$ cat config.mk
export PLATFORM = sky130hd
export DESIGN_NAME = accu_alu
export DESIGN_NICKNAME = d
export VERILOG_FILES = /design/src/rtl/accu_alu_pkg.sv /design/src/rtl/accu_alu_ctrl.sv /design/src/rtl/accu_alu_dp.sv /design/src/rtl/accu_alu.sv
export SDC_FILE = /design/constraint.sdc
export NUM_CORES = 1
export LEC_CHECK = 0
export BUFFER_PORTS_ARGS = -buffer_cell sky130_fd_sc_hd__buf_2
export CORE_MARGIN = 1
export CORE_UTILIZATION = 34
export DETAILED_ROUTE_END_ITERATION = 8
export PLACE_DENSITY = 0.49
export SYNTH_ARGS = -nofsm -noshare
export SYNTH_HDL_FRONTEND = slang
export SYNTH_HIERARCHICAL = 1
export SYNTH_SLANG_ARGS = --single-unit
$ cat constraint.sdc
create_clock -name clk -period 4.51 [get_ports clk]
set_input_delay 0 -clock clk [delete_from_list [all_inputs] [get_ports clk]]
set_output_delay 0 -clock clk [all_outputs]
set_load 0.02 [all_outputs]
$ cat src/rtl/accu_alu_pkg.sv
package accu_alu_pkg;
  localparam int BYTE_W = 8;
  localparam int WORD_W = 2 * BYTE_W;
  localparam int NIB_W  = BYTE_W / 2;
  localparam int OP_W   = 5;
  localparam int CC_W   = 5;

  // flag positions inside the condition vector
  localparam int FH = 4;
  localparam int FN = 3;
  localparam int FZ = 2;
  localparam int FV = 1;
  localparam int FC = 0;

  typedef enum logic [OP_W-1:0] {
    OP_ADD  = 5'd0,  OP_ADC  = 5'd1,  OP_SUB  = 5'd2,  OP_SBC  = 5'd3,
    OP_CMP  = 5'd4,  OP_AND  = 5'd5,  OP_OR   = 5'd6,  OP_EOR  = 5'd7,
    OP_TST  = 5'd8,  OP_COM  = 5'd9,  OP_NEG  = 5'd10, OP_CLR  = 5'd11,
    OP_INC  = 5'd12, OP_DEC  = 5'd13, OP_ASL  = 5'd14, OP_ASR  = 5'd15,
    OP_LSR  = 5'd16, OP_ROL  = 5'd17, OP_ROR  = 5'd18, OP_ADDD = 5'd19,
    OP_SUBD = 5'd20, OP_CMPD = 5'd21, OP_MUL  = 5'd22, OP_SEX  = 5'd23,
    OP_DAA  = 5'd24, OP_ABX  = 5'd25
  } aluOp_e;

  typedef enum logic [2:0] {
    DST_NONE = 3'd0,
    DST_TGT  = 3'd1,
    DST_HIGH = 3'd2,
    DST_WORD = 3'd3,
    DST_X    = 3'd4
  } dest_e;

  typedef struct packed {
    dest_e           dest;
    logic            wordFlags;
    logic            useCarry;
    logic [CC_W-1:0] updMask;
  } ctrlStrobes_t;
endpackage

$ cat src/rtl/accu_alu_ctrl.sv
module accu_alu_ctrl
  import accu_alu_pkg::*;
(
  input  aluOp_e       op,
  output ctrlStrobes_t strobes
);
  localparam logic [CC_W-1:0] M_ALL  = 5'b11111;
  localparam logic [CC_W-1:0] M_NZVC = 5'b01111;
  localparam logic [CC_W-1:0] M_NZV  = 5'b01110;
  localparam logic [CC_W-1:0] M_NZC  = 5'b01101;
  localparam logic [CC_W-1:0] M_NZ   = 5'b01100;
  localparam logic [CC_W-1:0] M_ZC   = 5'b00101;

  always_comb begin
    strobes.dest      = DST_NONE;
    strobes.wordFlags = 1'b0;
    strobes.useCarry  = 1'b0;
    strobes.updMask   = '0;
    case (op)
      OP_ADD: begin strobes.dest = DST_TGT; strobes.updMask = M_ALL; end
      OP_ADC: begin strobes.dest = DST_TGT; strobes.updMask = M_ALL; strobes.useCarry = 1'b1; end
      OP_SUB: begin strobes.dest = DST_TGT; strobes.updMask = M_NZVC; end
      OP_SBC: begin strobes.dest = DST_TGT; strobes.updMask = M_NZVC; strobes.useCarry = 1'b1; end
      OP_CMP: strobes.updMask = M_NZVC;
      OP_AND, OP_OR, OP_EOR: begin strobes.dest = DST_TGT; strobes.updMask = M_NZV; end
      OP_TST: strobes.updMask = M_NZV;
      OP_COM, OP_NEG, OP_CLR: begin strobes.dest = DST_TGT; strobes.updMask = M_NZVC; end
      OP_INC, OP_DEC: begin strobes.dest = DST_TGT; strobes.updMask = M_NZV; end
      OP_ASL, OP_ROL: begin strobes.dest = DST_TGT; strobes.updMask = M_NZVC; end
      OP_ASR, OP_LSR, OP_ROR: begin strobes.dest = DST_TGT; strobes.updMask = M_NZC; end
      OP_ADDD, OP_SUBD: begin
        strobes.dest = DST_WORD; strobes.updMask = M_NZVC; strobes.wordFlags = 1'b1;
      end
      OP_CMPD: begin strobes.updMask = M_NZVC; strobes.wordFlags = 1'b1; end
      OP_MUL: begin strobes.dest = DST_WORD; strobes.updMask = M_ZC; strobes.wordFlags = 1'b1; end
      OP_SEX: begin strobes.dest = DST_WORD; strobes.updMask = M_NZ; strobes.wordFlags = 1'b1; end
      OP_DAA: begin strobes.dest = DST_HIGH; strobes.updMask = M_NZC; end
      OP_ABX: strobes.dest = DST_X;
      default: ;
    endcase
  end
endmodule

$ cat src/rtl/accu_alu_dp.sv
module accu_alu_dp
  import accu_alu_pkg::*;
(
  input  logic              clk,
  input  logic              rstN,
  input  logic              opValid,
  input  aluOp_e            op,
  input  ctrlStrobes_t      strobes,
  input  logic              selB,
  input  logic [BYTE_W-1:0] accA,
  input  logic [BYTE_W-1:0] accB,
  input  logic [WORD_W-1:0] operand,
  input  logic [WORD_W-1:0] regX,
  input  logic [CC_W-1:0]   ccIn,
  output logic              resValid,
  output logic [WORD_W-1:0] resD,
  output logic [WORD_W-1:0] resX,
  output logic [CC_W-1:0]   ccOut
);
  localparam int MSB  = BYTE_W - 1;
  localparam int WMSB = WORD_W - 1;
  localparam logic [BYTE_W-1:0] ONE8    = BYTE_W'(1);
  localparam logic [BYTE_W-1:0] POS_MAX = {1'b0, {(BYTE_W-1){1'b1}}};
  localparam logic [BYTE_W-1:0] NEG_MAX = {1'b1, {(BYTE_W-1){1'b0}}};
  localparam logic [NIB_W-1:0]  NINE    = NIB_W'(9);
  localparam logic [NIB_W-1:0]  EIGHT   = NIB_W'(8);
  localparam logic [NIB_W-1:0]  SIX     = NIB_W'(6);

  logic [BYTE_W-1:0] tgt, m8, byteRes;
  logic [WORD_W-1:0] dVal, wordRes, xRes, dNext, xNext;
  logic              cIn;
  logic [BYTE_W:0]   add9, sub9, daaSum;
  logic [NIB_W:0]    addNib;
  logic [WORD_W:0]   add17, sub17;
  logic              loFix, hiFix;
  logic              hC, nC, zC, vC, cC;
  logic [CC_W-1:0]   cand, ccNext;

  assign tgt  = selB ? accB : accA;
  assign m8   = operand[MSB:0];
  assign dVal = {accA, accB};
  assign cIn  = strobes.useCarry & ccIn[FC];

  assign add9   = {1'b0, tgt} + {1'b0, m8} + {{BYTE_W{1'b0}}, cIn};
  assign sub9   = {1'b0, tgt} - {1'b0, m8} - {{BYTE_W{1'b0}}, cIn};
  assign addNib = {1'b0, tgt[NIB_W-1:0]} + {1'b0, m8[NIB_W-1:0]} + {{NIB_W{1'b0}}, cIn};
  assign add17  = {1'b0, dVal} + {1'b0, operand};
  assign sub17  = {1'b0, dVal} - {1'b0, operand};

  // decimal correction on A
  assign loFix  = ccIn[FH] || (accA[NIB_W-1:0] > NINE);
  assign hiFix  = ccIn[FC] || (accA[MSB:NIB_W] > NINE) ||
                  ((accA[MSB:NIB_W] > EIGHT) && (accA[NIB_W-1:0] > NINE));
  assign daaSum = {1'b0, accA} + {1'b0, (hiFix ? SIX : {NIB_W{1'b0}}), (loFix ? SIX : {NIB_W{1'b0}})};

  always_comb begin
    byteRes = tgt;
    wordRes = dVal;
    xRes    = regX;
    hC      = 1'b0;
    vC      = 1'b0;
    cC      = ccIn[FC];
    case (op)
      OP_ADD, OP_ADC: begin
        byteRes = add9[MSB:0];
        hC      = addNib[NIB_W];
        vC      = (tgt[MSB] == m8[MSB]) && (add9[MSB] != tgt[MSB]);
        cC      = add9[BYTE_W];
      end
      OP_SUB, OP_SBC, OP_CMP: begin
        byteRes = sub9[MSB:0];
        vC      = (tgt[MSB] != m8[MSB]) && (sub9[MSB] != tgt[MSB]);
        cC      = sub9[BYTE_W];
      end
      OP_AND: byteRes = tgt & m8;
      OP_OR:  byteRes = tgt | m8;
      OP_EOR: byteRes = tgt ^ m8;
      OP_TST: byteRes = tgt;
      OP_COM: begin byteRes = ~tgt; cC = 1'b1; end
      OP_NEG: begin byteRes = (~tgt) + ONE8; vC = (tgt == NEG_MAX); cC = |tgt; end
      OP_CLR: begin byteRes = '0; cC = 1'b0; end
      OP_INC: begin byteRes = tgt + ONE8; vC = (tgt == POS_MAX); end
      OP_DEC: begin byteRes = tgt - ONE8; vC = (tgt == NEG_MAX); end
      OP_ASL: begin byteRes = {tgt[MSB-1:0], 1'b0}; cC = tgt[MSB]; vC = tgt[MSB] ^ tgt[MSB-1]; end
      OP_ASR: begin byteRes = {tgt[MSB], tgt[MSB:1]}; cC = tgt[0]; end
      OP_LSR: begin byteRes = {1'b0, tgt[MSB:1]}; cC = tgt[0]; end
      OP_ROL: begin byteRes = {tgt[MSB-1:0], ccIn[FC]}; cC = tgt[MSB]; vC = tgt[MSB] ^ tgt[MSB-1]; end
      OP_ROR: begin byteRes = {ccIn[FC], tgt[MSB:1]}; cC = tgt[0]; end
      OP_ADDD: begin
        wordRes = add17[WMSB:0];
        vC      = (dVal[WMSB] == operand[WMSB]) && (add17[WMSB] != dVal[WMSB]);
        cC      = add17[WORD_W];
      end
      OP_SUBD, OP_CMPD: begin
        wordRes = sub17[WMSB:0];
        vC      = (dVal[WMSB] != operand[WMSB]) && (sub17[WMSB] != dVal[WMSB]);
        cC      = sub17[WORD_W];
      end
      OP_MUL: begin
        wordRes = {{BYTE_W{1'b0}}, accA} * {{BYTE_W{1'b0}}, accB};
        cC      = wordRes[MSB];
      end
      OP_SEX: wordRes = {{BYTE_W{accB[MSB]}}, accB};
      OP_DAA: begin byteRes = daaSum[MSB:0]; cC = hiFix | daaSum[BYTE_W]; end
      OP_ABX: xRes = regX + {{BYTE_W{1'b0}}, accB};
      default: ;
    endcase
  end

  assign nC = strobes.wordFlags ? wordRes[WMSB] : byteRes[MSB];
  assign zC = strobes.wordFlags ? (wordRes == '0) : (byteRes == '0);

  assign cand[FH] = hC;
  assign cand[FN] = nC;
  assign cand[FZ] = zC;
  assign cand[FV] = vC;
  assign cand[FC] = cC;

  // per-flag merge: update only the flags this operation defines
  for (genvar i = 0; i < CC_W; i++) begin : gFlag
    assign ccNext[i] = strobes.updMask[i] ? cand[i] : ccIn[i];
  end

  always_comb begin
    case (strobes.dest)
      DST_TGT:  dNext = selB ? {accA, byteRes} : {byteRes, accB};
      DST_HIGH: dNext = {byteRes, accB};
      DST_WORD: dNext = wordRes;
      default:  dNext = dVal;
    endcase
    xNext = (strobes.dest == DST_X) ? xRes : regX;
  end

  always_ff @(posedge clk) begin
    if (!rstN) begin
      resValid <= 1'b0;
      resD     <= '0;
      resX     <= '0;
      ccOut    <= '0;
    end else begin
      resValid <= opValid;
      if (opValid) begin
        resD  <= dNext;
        resX  <= xNext;
        ccOut <= ccNext;
      end
    end
  end

  AST_VALID_NEXT: assert property (@(posedge clk) disable iff (!rstN)
    opValid |=> resValid);
  AST_IDLE_HOLDS: assert property (@(posedge clk) disable iff (!rstN)
    !opValid |=> (!resValid && $stable(resD) && $stable(ccOut)));
  AST_SUB_KEEPS_H: assert property (@(posedge clk) disable iff (!rstN)
    opValid && (op inside {OP_SUB, OP_SBC, OP_CMP}) |=> ccOut[FH] == $past(ccIn[FH]));
  AST_COMPARE_NO_WRITE: assert property (@(posedge clk) disable iff (!rstN)
    opValid && (op inside {OP_CMP, OP_TST, OP_CMPD}) |=> resD == {$past(accA), $past(accB)});
  AST_CLR_FLAGS: assert property (@(posedge clk) disable iff (!rstN)
    opValid && op == OP_CLR |=> ccOut[FZ] && !ccOut[FN] && !ccOut[FV] && !ccOut[FC]);
  AST_STEP_KEEPS_C: assert property (@(posedge clk) disable iff (!rstN)
    opValid && (op inside {OP_INC, OP_DEC}) |=> ccOut[FC] == $past(ccIn[FC]));
  AST_MUL_PRODUCT: assert property (@(posedge clk) disable iff (!rstN)
    opValid && op == OP_MUL |=>
      resD == ({{BYTE_W{1'b0}}, $past(accA)} * {{BYTE_W{1'b0}}, $past(accB)}));
  AST_ABX_FLAGS_KEPT: assert property (@(posedge clk) disable iff (!rstN)
    opValid && op == OP_ABX |=> ccOut == $past(ccIn) && resD == {$past(accA), $past(accB)});
  AST_X_PASSES: assert property (@(posedge clk) disable iff (!rstN)
    opValid && op != OP_ABX |=> resX == $past(regX));
endmodule

$ cat src/rtl/accu_alu.sv
module accu_alu
  import accu_alu_pkg::*;
(
  input  logic              clk,
  input  logic              rstN,
  input  logic              opValid,
  input  logic [OP_W-1:0]   opCode,
  input  logic              selB,
  input  logic [BYTE_W-1:0] accA,
  input  logic [BYTE_W-1:0] accB,
  input  logic [WORD_W-1:0] operand,
  input  logic [WORD_W-1:0] regX,
  input  logic [CC_W-1:0]   ccIn,
  output logic              resValid,
  output logic [WORD_W-1:0] resD,
  output logic [WORD_W-1:0] resX,
  output logic [CC_W-1:0]   ccOut
);
  aluOp_e       opE;
  ctrlStrobes_t strobes;

  assign opE = aluOp_e'(opCode);

  accu_alu_ctrl ctrl_i (
    .op      (opE),
    .strobes (strobes)
  );

  accu_alu_dp dp_i (
    .clk      (clk),
    .rstN     (rstN),
    .opValid  (opValid),
    .op       (opE),
    .strobes  (strobes),
    .selB     (selB),
    .accA     (accA),
    .accB     (accB),
    .operand  (operand),
    .regX     (regX),
    .ccIn     (ccIn),
    .resValid (resValid),
    .resD     (resD),
    .resX     (resX),
    .ccOut    (ccOut)
  );
endmodule

# Word-level counts from Yosys, hierarchy flattened
# Index checks and enable logic that the tools add are counted.
[word_totals]
reg_bits = 38
in_bits = 62
out_inout_bits = 38
word_cells = 115
[op_classes]
add_sub_neg = 13
n_mul = 1
n_lt_le_gt_ge = 3
eq_ne = 39
mux = 23
n_bitwise = 7
reduce_logical = 25
[op_table]
columns = ["op", "n"]
rows = [
  ["$pmux 8 s16", 1],
  ["$pmux 16 s4", 1],
  ["$eq 5x5->1 const B", 10],
  ["$mux 16", 3],
  ["$pmux 16 s3", 1],
  ["$eq 5x4->1 const B", 8],
  ["$pmux 5 s6", 1],
  ["$eq 5x3->1 const B", 4],
  ["$add 8x8->9", 2],
  ["$add 16x16->17", 1],
  ["$reduce_or 17->1", 1],
  ["$sub 16x16->17", 1],
  ["$add 16x8->16", 1],
  ["$add 8x1->8 const B", 2],
  ["$logic_not 16->1", 1],
  ["$mul 8x8->16", 1],
  ["$gt 4x4->1 const B", 3],
  ["$pmux 3 s4", 1],
  ["$pmux 1 s11", 1],
  ["$reduce_or 11->1", 1],
  ["$eq 5x2->1 const B", 2],
  ["$mux 1", 10],
  ["$reduce_or 2->1", 5],
  ["$add 9x1->9", 1],
  ["other kinds (32)", 48],
]

# Depth between registers and ports, before layout
[depth]
ltp_word = 9
depth_mapped = 20
depth_no_buf = 19

# By module
# The synthesis kept the hierarchy.
[by_module_without_submodules]
columns = ["module", "instances", "cells_per_inst", "area_each_um2"]
rows = [
  ["accu_alu_dp", 1, 1279, 9641.7],
  ["accu_alu_ctrl", 1, 37, 219.0],
]

# Least setup slack after synthesis
# No wires, ideal clock.
[synth_timing]
path_kind = "input to register"
start = "input accA[3]"
end = "register dp_i.ccOut[3]"
setup_ps = 74
arrival_ps = 4579
required_ps = 4436
path_slack_ps = -143
cell_stages = 20
path_buffers = 2
cell_sequence = "buf_2 clkbuf_1 nand2_1 fa_1 fa_1 inv_1 fa_1 inv_1 fa_1 inv_1 ha_1 or3_1 o21ba_2 nor3_1 a2111oi_0 xnor2_1 nand2_1 a41oi_1 o211ai_1 a31oi_1"
[synth_between]
elab_chain_len = 8
elab_cells_between_ends = 23
[synth_lines]
columns = ["item", "line_no", "text"]
rows = [
  ["start: declaration", "accu_alu.sv:9", "input logic [BYTE_W-1:0] accA,"],
  ["parallel branches: the longest is 6 deep, another holds $sub 8x8->9", "-", ""],
  ["$mux 1 *", "accu_alu_dp.sv:110", "assign nC = strobes.wordFlags ? wordRes[WMSB] : byteRes[MSB];"],
  ["$mux 1 *", "accu_alu_dp.sv:121", "assign ccNext[i] = strobes.updMask[i] ? cand[i] : ccIn[i];"],
  ["end signal: assignment", "accu_alu_dp.sv:145", "ccOut <= ccNext;"],
  ["end: declaration", "accu_alu_dp.sv:18", "output logic [CC_W-1:0] ccOut"],
]
# Every way passes the cells marked *.
# A chain may end at the register's enable or synchronous reset.

# Final worst setup path
[layout_timing]
start = "input accB[3]"
end = "register dp_i.resD[9]"
[layout_between]
elab_chain_len = 3
elab_cells_between_ends = 5
[layout_lines]
columns = ["item", "line_no", "text"]
rows = [
  ["start: declaration", "accu_alu.sv:10", "input logic [BYTE_W-1:0] accB,"],
  ["$mul 8x8->16, or another cell as far along", "accu_alu_dp.sv:100", "wordRes = {{BYTE_W{1'b0}}, accA} * {{BYTE_W{1'b0}}, accB};"],
  ["$pmux 16 s4 *", "accu_alu_dp.sv:63", "case (op)"],
  ["$pmux 16 s3 *", "accu_alu_dp.sv:125", "case (strobes.dest)"],
  ["end signal: assignment", "accu_alu_dp.sv:143", "resD <= dNext;"],
  ["end: declaration", "accu_alu_dp.sv:16", "output logic [WORD_W-1:0] resD,"],
]
# Every way passes the cells marked *; elsewhere a longest branch is shown, timed or not.

==> impl_metrics.prom <==
# TYPE chip_impl_metric gauge
chip_impl_info{name="run_status",value="finished clean"} 1
chip_impl_info{name="timing.critical_path.from_type",value="primary input"} 1
chip_impl_metric{name="ys_ff_latch",unit=""} 38
chip_impl_metric{name="wl_per_cell",unit="um"} 22.6
chip_impl_metric{name="synth.yosys.seq_area_share",unit=""} 0.0771
chip_impl_metric{name="die_height",unit="um"} 172
chip_impl_metric{name="clkPwrFrac",unit=""} 0.162
chip_impl_metric{name="totalNegativeSetupSlack",unit="ns"} 0
chip_impl_metric{name="dpl_worst_slack",unit="ns"} -0.274
chip_impl_info{name="timing.rr.start",value="dp_i/ccOut[2]$_SDFFE_PN0P_"} 1
chip_impl_info{name="ys_top_cells_by_area",value="ha_1, fa_1, dfxtp_1"} 1
chip_impl_metric{name="cts-htree-levels",unit=""} 2
chip_impl_metric{name="pwr_density_cell",unit="nW/um^2"} 253
chip_impl_metric{name="depth_of_the_worst_hold_timing_path",unit=""} 3
chip_impl_metric{name="fp_rows",unit=""} 61
chip_impl_info{name="most_common_cell_in_the_synthesized_netlist",value="inv_1"} 1
chip_impl_metric{name="chipWidth",unit="um"} 172
chip_impl_metric{name="router_iterations_before_antenna_repair",unit=""} 6
chip_impl_info{name="endpoint_kind",value="flip-flop"} 1
chip_impl_info{name="setup_repair_after_global_routing_missed_its_margin",value="true"} 1
chip_impl_metric{name="clock-skew-final",unit="ns"} 0
chip_impl_metric{name="total_track_usage",unit=""} 0.279
chip_impl_metric{name="synth_edf_count",unit=""} 0
chip_impl_metric{name="initial_utilization",unit=""} 0.350
chip_impl_metric{name="ios",unit=""} 100
chip_impl_metric{name="netSwitchingPower",unit="uW"} 1350
chip_impl_metric{name="number_of_antenna_diodes",unit=""} 0
chip_impl_metric{name="report.final.setup_viol",unit=""} 0
chip_impl_info{name="reg2reg_to",value="dp_i/ccOut[2]$_SDFFE_PN0P_"} 1
chip_impl_metric{name="ir_drop",unit="mV"} 0.176
chip_impl_info{name="hold_end",value="dp_i/resX[15]$_SDFFE_PN0P_"} 1
chip_impl_metric{name="synth-warning-count",unit=""} 6
chip_impl_metric{name="cp_data_required_time",unit="ns"} 4.75
chip_impl_info{name="crit_start",value="accB[3]"} 1
chip_impl_metric{name="avgViaCountPerCell",unit=""} 5.88
chip_impl_metric{name="internal_power",unit="uW"} 1560
chip_impl_metric{name="fillerInstances",unit=""} 3008
chip_impl_info{name="tritoncts",value="done"} 1
chip_impl_metric{name="cts_buffer_depth",unit=""} 2
chip_impl_metric{name="met2_wirelength",unit="mm"} 18.9
chip_impl_metric{name="die_area",unit="um^2"} 29700
chip_impl_metric{name="wl_met3",unit="mm"} 2.59
chip_impl_metric{name="cts.reportedPaths.clkPinSlew",unit="ns"} 0.06
chip_impl_info{name="min_path_type",value="in2reg"} 1
chip_impl_metric{name="timing_hold_violations_final",unit=""} 0
chip_impl_metric{name="max_freq",unit="MHz"} 229
chip_impl_info{name="ctsRootBufferMaster",value="clkbuf_16"} 1
chip_impl_metric{name="post-route-drc-count",unit=""} 0
chip_impl_metric{name="area.growth.synth_to_final",unit="%"} 16.3
chip_impl_metric{name="gpl.final_weighted_congestion",unit=""} 0.946
chip_impl_metric{name="path_max_fanout",unit=""} 7
chip_impl_metric{name="pin_count_of_the_biggest_net_entering_global_routing",unit=""} 54
chip_impl_info{name="synth-main-ff-cell",value="dfxtp_1"} 1
chip_impl_metric{name="cell_depth_of_the_worst_flop_to_flop_path",unit=""} 2
chip_impl_metric{name="post_synth_inst_count",unit=""} 1316
chip_impl_metric{name="cts_inserted_buffers",unit=""} 5
chip_impl_metric{name="post_layout_nonfiller_instances",unit=""} 1817
chip_impl_metric{name="syn_avg_cell_area",unit="um^2"} 7.49
chip_impl_metric{name="antenna_violations_before_repair",unit=""} 1
chip_impl_metric{name="tightest_slew",unit="ns"} 1.02
chip_impl_metric{name="clock_insertion_delay_worst_skew",unit="ns"} 0.29
chip_impl_metric{name="slew-limit-headroom",unit=""} 0.315
chip_impl_metric{name="buffer_ports.inserted",unit=""} 99
chip_impl_metric{name="grt_first_pass_wirelength",unit="mm"} 61.8
chip_impl_metric{name="placed_cells",unit=""} 1806
chip_impl_metric{name="grt_remaining_overflow",unit=""} 0
chip_impl_metric{name="layout_worst_path_cycle_share",unit=""} 0.968
chip_impl_metric{name="detailroute.via_count",unit=""} 10700
chip_impl_metric{name="place.detailed.hpwl",unit="mm"} 32.8
chip_impl_metric{name="drt-initial-drc-count",unit=""} 1066
chip_impl_metric{name="grt_pass1_vias",unit=""} 10400
chip_impl_metric{name="async_flop_share",unit=""} 0
chip_impl_metric{name="synth_top_area_share",unit=""} 0.147
chip_impl_metric{name="cts_sinks",unit=""} 38
chip_impl_info{name="top_layer_used",value="met4"} 1
chip_impl_metric{name="combinationalPowerShare",unit=""} 0.708
chip_impl_metric{name="power.switching_fraction",unit=""} 0.464
chip_impl_metric{name="max_cap_violation_count",unit=""} 0
chip_impl_metric{name="wl",unit="mm"} 41.0
chip_impl_info{name="hold_path_startpoint",value="regX[15]"} 1
chip_impl_metric{name="synthesis.area",unit="um^2"} 9860
chip_impl_metric{name="ff2ff_setup_slack",unit="ns"} 3.63
chip_impl_metric{name="post_route_met1_wirelength",unit="mm"} 17.7
chip_impl_info{name="post-synth-top-area-cell",value="ha_1"} 1
chip_impl_metric{name="fin_worst_hold_slack",unit="ns"} 0.00390
chip_impl_metric{name="p_leak",unit="uW"} 0.00517
chip_impl_metric{name="finalCriticalPeriod",unit="ns"} 4.37
chip_impl_metric{name="yosys.cell_types.count",unit=""} 112
chip_impl_info{name="critical_setup_path_kind",value="in2reg"} 1
chip_impl_metric{name="detail-route-antenna-nets",unit=""} 0
chip_impl_metric{name="seq_power_share",unit=""} 0.130
chip_impl_metric{name="synth.net_count",unit=""} 1539
chip_impl_metric{name="maxSlewViolCount",unit=""} 0
chip_impl_metric{name="final_net_count",unit=""} 1661
chip_impl_metric{name="drive_above_1_share",unit=""} 0.184
chip_impl_metric{name="crit_arrival",unit="ns"} 4.60
chip_impl_metric{name="fin_ws",unit="ns"} 0.142
chip_impl_info{name="synth_top_cells_by_count",value="inv_1, ha_1, nand2_1"} 1
chip_impl_metric{name="floorplan.core_area",unit="um^2"} 28200
-- logic make-up after synthesis --
| logic type | share of synthesized area |
|---|---|
| xor+xnor | 0.0364 |
| simple gates | 0.233 |
| fa+ha+maj | 0.240 |
| buf+inv | 0.0859 |
| mux | 0.0220 |
| flops | 0.0771 |
| compound gates | 0.306 |
-- through the flow --
stage / utilization / cell area [um^2] / total power (uW)
after CTS: 0.403 / 11400 / 2830
after floorplan: - / 9870 / 1620
after global placement: 0.396 / 11100 / 2350
final: 0.407 / 11500 / 2910
after detailed placement: 0.396 / 11100 / 2340
after global routing: 0.407 / 11500 / 3130
-- placed cells by master (no fill, tap or decap), types with 21 or more instances in the layout --
master	instances
nand2b_1	23
inv_1	119
buf_2	95
nor2_1	72
buf_4	86
xnor2_1	32
a21o_1	21
nand3_1	23
fa_1	44
nand2_1	99
dfxtp_1	38
ha_1	115
o21ai_0	84
o211ai_1	22
a21oi_1	81
nor3_1	36
and2_1	57
-- critical path, cell delays in order --
cell and delay, ns:
clkbuf_4 0.15, buf_4 0.15, buf_12 0.11, and2_1 0.16, ha_1 0.22, fa_1 0.48
ha_1 0.30, inv_1 0.05, fa_1 0.52, inv_1 0.06, fa_2 0.39, a211oi_4 0.33
nor2_2 0.11, or4b_2 0.62, a21o_1 0.18, o211ai_1 0.12, o32a_1 0.24, a221oi_1 0.11
o2bb2ai_1 0.16, and2_1 0.13
-- metal layers --
layer,vias up,global-route usage
met5,-,0
met4,0,0.110
met3,113,0.0314
met2,393,0.466
met1,5154,0.364
li1,5027,-
-- power by group through the flow --
stage	Clock (uW)	Combinational [uW]	Sequential, uW
floorplan	0	1200	415
global placement	0	1960	386
detailed placement	0	1950	386
CTS	480	1970	379
global route	492	2260	381
finish	470	2060	379
-- flip-flops by register name (all words and copies together), names as in the netlist --
name           count
dp_i/resD         16
dp_i/resValid      1
dp_i/ccOut         5
dp_i/resX         16
-- what timing repair did --
item                                    CTS  global route
endpoints found under the setup margin    0             9
hold buffers                              2             0
gates resized for setup                   0            26
setup buffers                             0             1
endpoints found under the hold margin     2             0
-- layout make-up --
class	count	area, um^2	share of cell area
Tap cell	378	473	0.0412
Timing Repair Buffer	188	1190	0.104
Multi-Input combinational cell	1076	8360	0.729
Clock inverter	3	68.8	0.00600
Inverter	129	485	0.0423
Sequential cell	38	761	0.0663
Clock buffer	5	125	0.0109
-- worst max path at each step --
| stage | end | slack, ns | cells after the start |
|---|---|---|---|
| floorplan | dp_i/ccOut[3]$_SDFFE_PN0P_ | 0.03 | 20 |
| global placement | dp_i/ccOut[3]$_SDFFE_PN0P_ | -0.25 | 19 |
| detailed placement | dp_i/ccOut[3]$_SDFFE_PN0P_ | -0.27 | 19 |
| CTS | dp_i/ccOut[3]$_SDFFE_PN0P_ | 0.03 | 19 |
| global route | dp_i/ccOut[2]$_SDFFE_PN0P_ | -0.01 | 22 |
| finish | dp_i/resD[9]$_SDFFE_PN0P_ | 0.14 | 20 |
(Power assumes the default switching activity.)
